<file path="config.mk">
export PLATFORM = sky130hd
export DESIGN_NAME = cardclk_etu_gen
export DESIGN_NICKNAME = d
export VERILOG_FILES = /design/src/rtl/cardclk_pkg.sv /design/src/rtl/cardclk_ctrl.sv /design/src/rtl/cardclk_datapath.sv /design/src/rtl/cardclk_etu_gen.sv
export SDC_FILE = /design/constraint.sdc
export NUM_CORES = 1
export LEC_CHECK = 0
export ABC_AREA = 0
export BUFFER_PORTS_ARGS = -buffer_cell sky130_fd_sc_hd__buf_2
export CAP_MARGIN = 40
export CORE_MARGIN = 2
export CORE_UTILIZATION = 40
export DETAILED_ROUTE_END_ITERATION = 8
export GPL_TIMING_DRIVEN = 0
export SLEW_MARGIN = 0
export SYNTH_ARGS = -nofsm -noshare
export SYNTH_HDL_FRONTEND = slang
export SYNTH_SLANG_ARGS = --single-unit
</file>
<file path="constraint.sdc">
create_clock -name clk -period 8.42 [get_ports clk]
set_input_delay 0.842 -clock clk [delete_from_list [all_inputs] [get_ports clk]]
set_output_delay 0.842 -clock clk [all_outputs]
set_load 0.01 [all_outputs]
</file>
<file path="src/rtl/cardclk_pkg.sv">
package cardclk_pkg;

  localparam logic [7:0] STS_OK        = 8'h00;
  localparam logic [7:0] STS_BAD_PARAM = 8'h35;
  localparam logic [7:0] STS_CLK_RANGE = 8'hE1;

  localparam int          NUM_DIV     = 4;
  localparam logic [1:0]  RESET_SHIFT = 2'd2;

  // Strobes from control to datapath.
  typedef struct packed {
    logic       clkLoad;
    logic [1:0] clkShift;
    logic       etuLoad;
  } cfg_strobe_t;

endpackage

</file>
<file path="src/rtl/cardclk_ctrl.sv">
module cardclk_ctrl
  import cardclk_pkg::*;
#(
  parameter int XTAL_KHZ = 14745,
  parameter int FMAX_W   = 16,
  parameter int PRE_W    = 8,
  parameter int DIV_W    = 8
) (
  input  logic              clk,
  input  logic              rstN,
  input  logic              cfgValid,
  input  logic              cfgIsEtu,
  input  logic [7:0]        cfgClkCode,
  input  logic [PRE_W-1:0]  cfgPrescale,
  input  logic [DIV_W-1:0]  cfgDivider,
  input  logic [FMAX_W-1:0] cardFmaxKhz,
  output cfg_strobe_t       strb,
  output logic              cfgDone,
  output logic [7:0]        cfgStatus
);

  localparam logic [31:0] XTAL_U = 32'(XTAL_KHZ);

  logic [NUM_DIV-1:0] codeHit;
  logic [1:0]         codeShift;
  logic               codeKnown;
  logic [31:0]        rateKhz;
  logic               tooFast;
  logic               etuZero;
  logic [7:0]         nextStatus;

  // One comparator per legal clock-select code (even codes 0,2,4,6).
  for (genvar g = 0; g < NUM_DIV; g++) begin : g_code
    assign codeHit[g] = (cfgClkCode == 8'(2 * g));
  end

  always_comb begin
    codeShift = 2'd0;
    for (int i = 0; i < NUM_DIV; i++) begin
      if (codeHit[i]) codeShift = 2'(i);
    end
  end

  assign codeKnown = |codeHit;
  assign rateKhz   = XTAL_U >> codeShift;
  assign tooFast   = rateKhz > 32'(cardFmaxKhz);
  assign etuZero   = (cfgPrescale == '0) || (cfgDivider == '0);

  always_comb begin
    strb       = '0;
    nextStatus = STS_OK;
    if (cfgValid) begin
      if (!cfgIsEtu) begin
        if (!codeKnown) begin
          nextStatus = STS_BAD_PARAM;
        end else if (tooFast) begin
          nextStatus = STS_CLK_RANGE;
        end else begin
          strb.clkLoad  = 1'b1;
          strb.clkShift = codeShift;
        end
      end else begin
        if (etuZero) begin
          nextStatus = STS_BAD_PARAM;
        end else begin
          strb.etuLoad = 1'b1;
        end
      end
    end
  end

  always_ff @(posedge clk or negedge rstN) begin
    if (!rstN) begin
      cfgDone   <= 1'b0;
      cfgStatus <= STS_OK;
    end else begin
      cfgDone <= cfgValid;
      if (cfgValid) cfgStatus <= nextStatus;
    end
  end

  AST_REFUSED_NO_LOAD: assert property (@(posedge clk) disable iff (!rstN)
    (cfgDone && cfgStatus != STS_OK) |-> !$past(strb.clkLoad || strb.etuLoad));

  AST_STATUS_LEGAL: assert property (@(posedge clk) disable iff (!rstN)
    cfgDone |-> (cfgStatus == STS_OK || cfgStatus == STS_BAD_PARAM ||
                 cfgStatus == STS_CLK_RANGE));

  AST_LOAD_EXCLUSIVE: assert property (@(posedge clk) disable iff (!rstN)
    !(strb.clkLoad && strb.etuLoad));

endmodule

</file>
<file path="src/rtl/cardclk_datapath.sv">
module cardclk_datapath
  import cardclk_pkg::*;
#(
  parameter int PRE_W       = 8,
  parameter int DIV_W       = 8,
  parameter int DEF_PRESCALE = 31,
  parameter int DEF_DIVIDER  = 12
) (
  input  logic             clk,
  input  logic             rstN,
  input  cfg_strobe_t      strb,
  input  logic [PRE_W-1:0] cfgPrescale,
  input  logic [DIV_W-1:0] cfgDivider,
  input  logic             cfgDouble,
  output logic             cardClk,
  output logic             etuTick,
  output logic [1:0]       activeDiv
);

  localparam int LEN_W = PRE_W + DIV_W;

  // Card clock divider state
  logic [1:0] divShift;
  logic [2:0] halfCnt;
  logic [2:0] halfLimit;
  logic       toggle;
  logic       cardRise;
  logic       clkPend;
  logic [1:0] pendShift;

  // Etu state
  logic             etuPend;
  logic [PRE_W-1:0] pendPre;
  logic [DIV_W-1:0] pendDv;
  logic             pendDbl;
  logic [PRE_W-1:0] actPre;
  logic [DIV_W-1:0] actDv;
  logic             actDbl;
  logic [LEN_W-1:0] etuCnt;
  logic [LEN_W-1:0] fullLen;
  logic [LEN_W-1:0] effLen;
  logic             etuLast;

  assign halfLimit = (3'd1 << divShift) - 3'd1;
  assign toggle    = (halfCnt == halfLimit);
  assign cardRise  = toggle && !cardClk;
  assign activeDiv = divShift;

  // Card clock: toggles every 2^divShift cycles; divider swaps on a falling edge.
  always_ff @(posedge clk or negedge rstN) begin
    if (!rstN) begin
      divShift  <= RESET_SHIFT;
      halfCnt   <= 3'd0;
      cardClk   <= 1'b0;
      clkPend   <= 1'b0;
      pendShift <= RESET_SHIFT;
    end else begin
      if (toggle) begin
        cardClk <= ~cardClk;
        halfCnt <= 3'd0;
        if (cardClk && clkPend) begin
          divShift <= pendShift;
          clkPend  <= 1'b0;
        end
      end else begin
        halfCnt <= halfCnt + 3'd1;
      end
      if (strb.clkLoad) begin
        clkPend   <= 1'b1;
        pendShift <= strb.clkShift;
      end
    end
  end

  // Etu length from the active settings.
  always_comb begin
    fullLen = LEN_W'(actPre) * LEN_W'(actDv);
    effLen  = actDbl ? (fullLen >> 1) : fullLen;
    if (effLen == '0) effLen = LEN_W'(1);
  end

  assign etuLast = (etuCnt >= effLen - LEN_W'(1));

  always_ff @(posedge clk or negedge rstN) begin
    if (!rstN) begin
      etuCnt  <= '0;
      etuTick <= 1'b0;
      etuPend <= 1'b0;
      pendPre <= PRE_W'(DEF_PRESCALE);
      pendDv  <= DIV_W'(DEF_DIVIDER);
      pendDbl <= 1'b0;
      actPre  <= PRE_W'(DEF_PRESCALE);
      actDv   <= DIV_W'(DEF_DIVIDER);
      actDbl  <= 1'b0;
    end else begin
      etuTick <= 1'b0;
      if (cardRise) begin
        if (etuLast) begin
          etuTick <= 1'b1;
          etuCnt  <= '0;
          if (etuPend) begin
            actPre  <= pendPre;
            actDv   <= pendDv;
            actDbl  <= pendDbl;
            etuPend <= 1'b0;
          end
        end else begin
          etuCnt <= etuCnt + LEN_W'(1);
        end
      end
      if (strb.etuLoad) begin
        etuPend <= 1'b1;
        pendPre <= cfgPrescale;
        pendDv  <= cfgDivider;
        pendDbl <= cfgDouble;
      end
    end
  end

  AST_DIV_SWAP_ON_FALL: assert property (@(posedge clk) disable iff (!rstN)
    !$stable(divShift) |-> $fell(cardClk));

  AST_CLK_HOLD_MID_HALF: assert property (@(posedge clk) disable iff (!rstN)
    (halfCnt != 3'd0) |-> $stable(cardClk));

  AST_TICK_WITH_RISE: assert property (@(posedge clk) disable iff (!rstN)
    etuTick |-> $rose(cardClk));

  AST_TICK_SINGLE: assert property (@(posedge clk) disable iff (!rstN)
    etuTick |=> !etuTick);

  AST_ETU_CNT_BOUND: assert property (@(posedge clk) disable iff (!rstN)
    etuTick |-> (etuCnt == '0));

endmodule

</file>
<file path="src/rtl/cardclk_etu_gen.sv">
module cardclk_etu_gen
  import cardclk_pkg::*;
#(
  parameter int XTAL_KHZ     = 14745,
  parameter int FMAX_W       = 16,
  parameter int PRE_W        = 8,
  parameter int DIV_W        = 8,
  parameter int DEF_PRESCALE = 31,
  parameter int DEF_DIVIDER  = 12
) (
  input  logic              clk,
  input  logic              rstN,
  input  logic              cfgValid,
  input  logic              cfgIsEtu,
  input  logic [7:0]        cfgClkCode,
  input  logic [PRE_W-1:0]  cfgPrescale,
  input  logic [DIV_W-1:0]  cfgDivider,
  input  logic              cfgDouble,
  input  logic [FMAX_W-1:0] cardFmaxKhz,
  output logic              cardClk,
  output logic              etuTick,
  output logic              cfgDone,
  output logic [7:0]        cfgStatus,
  output logic [1:0]        activeDiv
);

  cfg_strobe_t strb;

  cardclk_ctrl #(
    .XTAL_KHZ(XTAL_KHZ), .FMAX_W(FMAX_W), .PRE_W(PRE_W), .DIV_W(DIV_W)
  ) ctrl_i (
    .clk(clk), .rstN(rstN), .cfgValid(cfgValid), .cfgIsEtu(cfgIsEtu),
    .cfgClkCode(cfgClkCode), .cfgPrescale(cfgPrescale), .cfgDivider(cfgDivider),
    .cardFmaxKhz(cardFmaxKhz), .strb(strb), .cfgDone(cfgDone), .cfgStatus(cfgStatus)
  );

  cardclk_datapath #(
    .PRE_W(PRE_W), .DIV_W(DIV_W),
    .DEF_PRESCALE(DEF_PRESCALE), .DEF_DIVIDER(DEF_DIVIDER)
  ) dp_i (
    .clk(clk), .rstN(rstN), .strb(strb), .cfgPrescale(cfgPrescale),
    .cfgDivider(cfgDivider), .cfgDouble(cfgDouble), .cardClk(cardClk),
    .etuTick(etuTick), .activeDiv(activeDiv)
  );

endmodule

</file>
### After elaboration in Yosys (flattened, before gate mapping)

Cells that the tools add are included.

| word-level totals | value |
|---|---|
| register bits | 70 |
| bits of input ports | 45 |
| output and inout port bits | 13 |
| logic and storage cells | 72 |

| operators by class | value |
|---|---|
| add/sub/neg operators | 4 |
| multiply operators | 1 |
| order comparisons | 2 |
| equal/unequal tests | 4 |
| shift-type cells | 2 |
| mux-type cells | 25 |
| bitwise operators | 1 |
| reduce and logical (&&, ||, !) cells | 17 |

Operators by type and width:

| cell | count |
|---|---|
| $mux 16 | 3 |
| $gt 32x16->1 | 1 |
| $shr 14x2->32 const A | 1 |
| $logic_not 8->1 | 3 |
| $mux 8 | 3 |
| $add 16x1->16 const B | 1 |
| $eq 8x3->1 const B | 2 |
| $ge 16x16->1 | 1 |
| $logic_not 16->1 | 1 |
| $mul 8x8->16 | 1 |
| $sub 16x1->16 const B | 1 |
| $mux 3 | 4 |
| $mux 1 | 11 |
| $eq 8x2->1 const B | 1 |
| $reduce_bool 2->1 | 4 |
| $mux 6 | 1 |
| $reduce_and 2->1 | 3 |
| $mux 2 | 2 |
| $mux 4 | 1 |
| $reduce_or 4->1 | 1 |
| $add 3x1->3 const B | 1 |
| $eq 3x3->1 | 1 |
| $reduce_and 3->1 | 1 |
| $shl 1x2->3 const A | 1 |
| other kinds (5) | 6 |

### Depth between registers and ports, before layout

Gate-level depths: netlist of run 1.

| depth | value |
|---|---|
| depth after elaboration | 12 |
| mapped depth | 36 |
| depth with buffers taken out | 34 |

### Modules after synthesis

Synthesis of run 1 repeated with hierarchy kept, for this count alone.

| second synthesis, totals | value |
|---|---|
| cells, all modules | 683 |
| area, all modules | 6,424.9 um^2 |

Modules (own cells, without submodules):

| module | times used | cells each | area an instance (um^2) | sequential area each (um^2) |
|---|---|---|---|---|
| cardclk_datapath | 1 | 587 | 5,693.0 | 1,546.5 |
| cardclk_ctrl | 1 | 96 | 732.0 | 100.1 |

### Worst setup path after synthesis of run 1

No wires, ideal clock.

| timing path | value |
|---|---|
| path kind | register to register |
| start | register dp_i.actPre[2] |
| end | register dp_i.actDbl |
| setup time | 125 ps |
| arrival | 8,429 ps |
| data required time | 8,295 ps |
| setup slack | -134 ps |
| cell stages (with the launch flop) | 33 |
| path buffers | 2 |
| period minus slack after synthesis | 8,554 ps |
| path through | dfstp_2 > and2_1 > fa_1 > fa_1 > fa_1 > inv_1 > fa_1 > inv_1 > ha_1 > buf_2 > or2_2 > or3b_2 > a21o_1 > a211oi_1 > o21ba_2 > nand4_1 > and3_1 > ha_1 > and3b_1 > nand2_1 > or3_1 > nor2_1 > nor4b_4 > xnor2_1 > a211oi_1 > ha_1 > nand4_1 > a21o_1 > nand2_1 > nand2_1 > nor3b_2 > clkbuf_1 > mux2_2 |

| between the ends | value |
|---|---|
| word-level cells in the longest chain between the ends | 7 |

RTL lines:

| item | line | text |
|---|---|---|
| start, declared | cardclk_datapath.sv:36 | `logic [PRE_W-1:0] actPre;` |
| start signal, assigned | cardclk_datapath.sv:92 | `actPre <= PRE_W'(DEF_PRESCALE);` |
| start signal, assigned | cardclk_datapath.sv:102 | `actPre <= pendPre;` |
| $mul 8x8->16 * | cardclk_datapath.sv:77 | `fullLen = LEN_W'(actPre) * LEN_W'(actDv);` |
| $mux 16 * | cardclk_datapath.sv:78 | `effLen = actDbl ? (fullLen >> 1) : fullLen;` |
| $logic_not 16->1 | cardclk_datapath.sv:79 | `if (effLen == '0) effLen = LEN_W'(1);` |
| $mux 16 * | cardclk_datapath.sv:79 |  |
| $sub 16x1->16 * | cardclk_datapath.sv:82 | `assign etuLast = (etuCnt >= effLen - LEN_W'(1));` |
| $ge 16x16->1 * | cardclk_datapath.sv:82 |  |
| $reduce_and 3->1 (no line) * | -- |  |
| end signal, assigned | cardclk_datapath.sv:104 | `actDbl <= pendDbl;` |
| end, declared | cardclk_datapath.sv:38 | `logic actDbl;` |

Mark *: on every way between the ends. The rest lies on a longest branch, timed or not.
A chain may end at the register's enable or synchronous reset.

### Worst setup path after layout of run 1

| timing path | value |
|---|---|
| start | register dp_i.actPre[3] |
| end | register dp_i.actDv[1] |

| between the ends | value |
|---|---|
| word-level cells in the longest chain between the ends | 7 |

RTL lines:

| item | line | text |
|---|---|---|
| $mul 8x8->16 * | cardclk_datapath.sv:77 |  |
| $mux 16 * | cardclk_datapath.sv:78 |  |
| $logic_not 16->1 | cardclk_datapath.sv:79 |  |
| $mux 16 * | cardclk_datapath.sv:79 |  |
| $sub 16x1->16 * | cardclk_datapath.sv:82 |  |
| $ge 16x16->1 * | cardclk_datapath.sv:82 |  |
| $reduce_and 3->1 (no line) * | -- |  |
| end signal, assigned | cardclk_datapath.sv:93 | `actDv <= DIV_W'(DEF_DIVIDER);` |
| end signal, assigned | cardclk_datapath.sv:103 | `actDv <= pendDv;` |
| end, declared | cardclk_datapath.sv:37 | `logic [DIV_W-1:0] actDv;` |

Marks and branches as above.

==> metrics.cfg, run 1 <==
[layout]
stdcell_count=1007
seq_area_um2=1650
multiInputGateArea_um2=4690
fill_cells=1525
diodes=0
syn2layout_area_growth_pct=19.0
layout.nets=938
postLayoutCellArea_um2=7750
layout-drive-gt1-share_pct=25.9

[logic_synthesis]
synth_cells=700
yosys.cell_types.count=70
synth_most_common_cell=inv_1
synth.area.mux_share_pct=6.89
synthAdderAreaFrac_pct=24.7
synth_top_family_by_area=adder cells
synth_seq_area_share_pct=25.3
synthSimpleGateAreaFrac_pct=20.1
yosysTopAreaCell=dfrtp_1
synth_xor_area_share_pct=4.70
async_reset_ff_share_pct=100
ys_top_cells_by_area=dfrtp_1, ha_1, fa_1, mux2_2, dfstp_2
synth_ff_type=dfrtp_1
ys_top_cells_by_count=inv_1, ha_1, and2_1
syn_avg_cell_area_um2=9.31
synth-compound-area-share_pct=12.3
netlist_area_um2=6520
synth_edf_count=0
yosys_warnings=0
ys_ff_latch=65
netlist.area_leader.share_pct=18.8

[worst_setup_path]
crit_start=dp_i.actPre[3]$_DFFE_PN1P_
worst_ep_required_time_ns=8.63
worstReg2RegEnd=dp_i.actDv[1]$_DFFE_PN0P_
r2r-start=dp_i.actPre[3]$_DFFE_PN1P_
r2r_cells=34
crit_type=flip-flop to flip-flop
arrival_ns=8.35
start_kind=flip-flop
cp_common_cell=fa_1
r2r_slack_ns=0.27
cp-endpoint=dp_i.actDv[1]$_DFFE_PN0P_
cp_max_fo=7
crit_path_end_kind=flip-flop
cp_slowest_cell=dfstp_2
slowest_delay_ns=0.60

[cts]
cts_max_level=3
cts_sinks=65
cts_made_buffers=9
root_buffer=clkbuf_16
clkTransAtPathRegs_ns=0.06
clock_path_buffers=2
clock_latency_ns=0.33
cts_tree=built

[routing]
route.detailed.drc=0
vias=5256
antenna_left=0
routed_wl_um=14400
first_iter_violations=235
viasPerCell=5.22
drt_pre_antenna_iters=4
wl_per_cell_um=14.3

[sta]
hold_violations=0
finClkSkew_ns=0.00689
setup-violations-final=0
tightest_slew_ns=0.806
drv_slew=0
finalWorstSetupSlack_ns=0.274
period_needed_ns=8.15
relSlewSlack_pct=46.2
fmax_mhz=123
min_period_over_period_pct=96.7
hold_ws_ns=0.490

[placement]
dpl.hpwl_um=11200
place_area_um2=7070
io_buffers=55
gp_congestion=0.872
placedCellCount=972
pre_cts_ws_ns=-1.31

[global_route]
grt_pass1_vias=5180
antenna_found_initial=0
grt_pass1_wl_um=24100
grt-ovfl-total=0
grt_max_degree=66
grt_use_total_pct=16.6

[pwr]
ir_worst_vdd_uv=194
total_power_uw=2490
cellPowerDensity_nw_per_um2=321
p_leak_uw=0.00385

[die]
die_y_um=132
rows=46
die_w_um=132
io_pins=58
initial_core_util_pct=41.0
die-area_um2=17300
core-area_um2=15900

[hold_path]
hp-start=dp_i.clkPend$_DFFE_PN0P_
hp-class=flip-flop to flip-flop

[run_status]
outcome=complete, no violations

[job]
cap_violations=0

## sequential cells by signal, indices dropped and copies added, names as in the netlist
signal and cells:
dp_i.pendDv 8, dp_i.pendPre 8, dp_i.actDv 8, ctrl_i.cfgDone 1, dp_i.cardClk 1, dp_i.etuTick 1
dp_i.pendDbl 1, ctrl_i.cfgStatus 3, dp_i.actDbl 1, dp_i.activeDiv 2, dp_i.pendShift 2, dp_i.etuPend 1
dp_i.actPre 8, dp_i.clkPend 1, dp_i.etuCnt 16, dp_i.halfCnt 3
## kinds of logic (layout without fill, tap and decap cells)
kind of cell,count (synthesis),count (layout)
buffers and inverters,96,186
multiplexers,40,40
other,1,2
flip-flops,65,65
adder cells (fa/ha/maj),107,107
XOR/XNOR,35,35
AO/OA/AOI/OAI,116,116
AND/OR/NAND/NOR,240,240
## through the flow
step | TNS [ns] | util, %
global route | -0.936 | 48.8
detailed placement | -26.81 | 44.5
CTS | 0 | 47.1
finish | 0 | 48.8
floorplan | 0 | -
global placement | -23.90 | 44.5
## what timing repair did
item,4_1_cts,5_1_grt
hold buffers,0,0
setup buffers,5,13
resized for setup,17,33
setup endpoints to repair,35,35
cloned,0,1
pin swaps,2,16
## how the worst min path moves through the flow
stage / end / slack, ns / depth (start not counted)
after floorplan: dp_i.clkPend$_DFFE_PN0P_ / 0.45 / 2
after global placement: dp_i.clkPend$_DFFE_PN0P_ / 0.46 / 2
after detailed placement: dp_i.etuPend$_DFFE_PN0P_ / 0.48 / 2
after CTS: dp_i.clkPend$_DFFE_PN0P_ / 0.49 / 2
after global routing: dp_i.clkPend$_DFFE_PN0P_ / 0.52 / 2
final: dp_i.clkPend$_DFFE_PN0P_ / 0.49 / 2
## worst max-delay path: cells and delay by family, from the launching register on
family	cells	cell delay, ns
fa+ha+maj	7	2.82
simple gates	13	2.55
flops	1	0.60
buf+inv	6	0.60
xor+xnor	1	0.18
mux	1	0.33
compound gates	6	0.92
## placed cells by master, fill, tap and decap left out, drive strengths merged, types with 4 or more instances in the layout
master,instances
a211oi,8
a21o,14
a21oi,29
and2,56
and3,10
buf,83
clkbuf,23
dfrtp,49
dfstp,16
fa,36
ha,71
inv,76
mux2,39
nand2,49
nand2b,4
nand3,23
nand4,9
nor2,34
nor2b,4
nor3,12
nor4,15
o211ai,8
o21a,7
o21ai,16
or2,4
or3,5
xnor2,20
xor2,15
## metal layers
layer | global-route usage, % | vias up | part of all wire [%]
met5 | 0 | - | 0
met4 | 4.59 | 0 | 1.3
met3 | 1.85 | 13 | 3.1
met2 | 27.7 | 89 | 48
met1 | 22.9 | 2539 | 48
li1 | - | 2615 | -
## area by class of cell
cell class	count	area share (%)
clock inverters	4	0.355
multi-input cells	540	60.4
repair buffers	74	5.87
plain buffers	20	1.57
flip-flops and latches	65	21.3
well taps	216	3.48
clock buffers	12	3.31
inverters	76	3.68
## where the power goes
group	switching, uW	total (uW)	internal (uW)	leakage [uW]
Combinational	897	1670	775	0.00293
Sequential	81.7	463	382	0.000781
Clock	138	353	215	0.000131
Total	1120	2490	1370	0.00385
No activity file was read; power rests on OpenSTA's default activity.
==> inputs of run 2 (changes only) <==
--- a/config.mk
+++ b/config.mk
@@ -9,7 +9,7 @@
 export BUFFER_PORTS_ARGS = -buffer_cell sky130_fd_sc_hd__buf_2
 export CAP_MARGIN = 40
 export CORE_MARGIN = 2
-export CORE_UTILIZATION = 40
+export CORE_UTILIZATION = 35
 export DETAILED_ROUTE_END_ITERATION = 8
 export GPL_TIMING_DRIVEN = 0
 export SLEW_MARGIN = 0
==> metrics.cfg, run 2 (same netlist as run 1, synthesis figures left out) <==
[cts]
clock_latency_ns=0.33
root_buffer=clkbuf_16
clkTransAtPathRegs_ns=0.06
clock_path_buffers=2
cts_sinks=65
cts_max_level=3
cts_tree=built
ctsHoldBuffers=0
cts_made_buffers=9

[routing]
met3_length_um=588
route.detailed.drc=0
drt_pre_antenna_iters=4
viasPerCell=5.08
routed_wl_um=14600
wl_per_cell_um=14.2
drt-met1-wl_um=7070
top_layer_used=met4
antenna_left=0
met2WireLength_um=6780
first_iter_violations=222
vias=5222

[layout]
layout-drive-gt1-share_pct=27.0
final_common_cell=inv_1
postLayoutCellArea_um2=7890
layout.nets=946
diodes=0
syn2layout_area_growth_pct=21.1
final_cell_mix=inv_1, ha_1, buf_2
largest_register_ff_count=16
stdcell_count=1028
regMostFlops=dp_i.etuCnt
fill_cells=1786

[global_route]
grt-ovfl-total=0
grt_pass1_wl_um=25300
antenna_found_initial=0
grt_pass1_vias=5249
grt_max_degree=61
grt_use_total_pct=15.5

[sta]
hold_violations=0
setup-violations-final=0
min_period_over_period_pct=97.0
drv_slew=0
fmax_mhz=122
finalWorstSetupSlack_ns=0.256
hold_ws_ns=0.315
tightest_slew_ns=0.691
period_needed_ns=8.16
finClkSkew_ns=0.0104
relSlewSlack_pct=53.5

[worst_setup_path]
cp_max_fo=7
crit_path_end_kind=flip-flop
crit_type=flip-flop to flip-flop
arrival_ns=8.37
worst_ep_required_time_ns=8.63
slowest_delay_ns=0.57
cp_slowest_cell=dfstp_2
start_kind=flip-flop
cp_common_cell=fa_1

[die]
die_y_um=140
die-area_um2=19700
core-area_um2=18100
io_pins=58
initial_core_util_pct=35.9
rows=49
die_w_um=140

[run_status]
outcome=complete, no violations

[pwr]
cellPowerDensity_nw_per_um2=325
ir_worst_vdd_uv=173
p_leak_uw=0.00391

[hold_path]
hp-class=primary input to async pin

[placement]
io_buffers=55
placedCellCount=986
place_area_um2=7120
gp_congestion=0.822
pre_cts_ws_ns=-1.35
dpl.hpwl_um=10900

[job]
cap_violations=0

[run 2: area by class of cell]
cell class | instances | area (um^2) | area share (%)
repair buffers | 82 | 547 | 6.93
clock inverters | 6 | 41.3 | 0.523
plain buffers | 20 | 128 | 1.62
inverters | 76 | 285 | 3.62
multi-input cells | 540 | 4700 | 59.6
clock buffers | 10 | 250 | 3.17
well taps | 229 | 287 | 3.63
flip-flops and latches | 65 | 1650 | 20.9
[run 2: final timing paths]
kind                                             from                         end  slack, ns  depth (start not counted)
max in group asynchronous                        rstN   dp_i.actDv[3]$_DFFE_PN1P_       7.54                          2
hold reg to reg             dp_i.halfCnt[0]$_DFF_PN0_   dp_i.halfCnt[0]$_DFF_PN0_       0.48                          1
setup reg to reg           dp_i.actPre[3]$_DFFE_PN1P_  dp_i.actPre[6]$_DFFE_PN0P_       0.26                         35
min in group clk            dp_i.halfCnt[0]$_DFF_PN0_   dp_i.halfCnt[0]$_DFF_PN0_       0.48                          1
hold / removal                                   rstN   dp_i.halfCnt[0]$_DFF_PN0_       0.32                          1
setup / recovery           dp_i.actPre[3]$_DFFE_PN1P_  dp_i.actPre[6]$_DFFE_PN0P_       0.26                         35
[run 2: per-stage QoR]
stage | power [uW] | utilization (%) | TNS (ns)
final | 2560 | 43.5 | 0
after global routing | 2810 | 43.5 | -0.138
after CTS | 2410 | 41.7 | 0
after detailed placement | 1900 | 39.2 | -29.09
after global placement | 1890 | 39.1 | -26.65
after floorplan | 1590 | - | 0
[run 2: metal layers]
layer	vias up	global-route usage, %
met4	0	4.21
met3	10	2.36
met5	-	0
li1	2628	-
met2	95	24.6
met1	2489	22.0
[run 2: timing repair]
item	in CTS	in global routing
setup buffers	12	13
gates cloned	0	1
setup endpoints to repair	35	35
gates resized for setup	18	42
pin swaps	3	16
[run 2: critical path: cells and delay by family, from the launching register on]
family	cells	cell delay, ns
DFF	1	0.57
and+or+nand+nor	14	2.48
adders and majority gates	7	2.79
buffers and inverters	7	0.73
muxes	1	0.33
AOI/OAI and AO/OA	6	1.13
[run 2: where the power goes]
group	internal [uW]	total, uW	leakage (uW)	switching (uW)
registers	382	462	0.000780	80.6
logic	826	1740	0.00298	909
clock network	217	363	0.000147	146
total	1420	2560	0.00391	1140
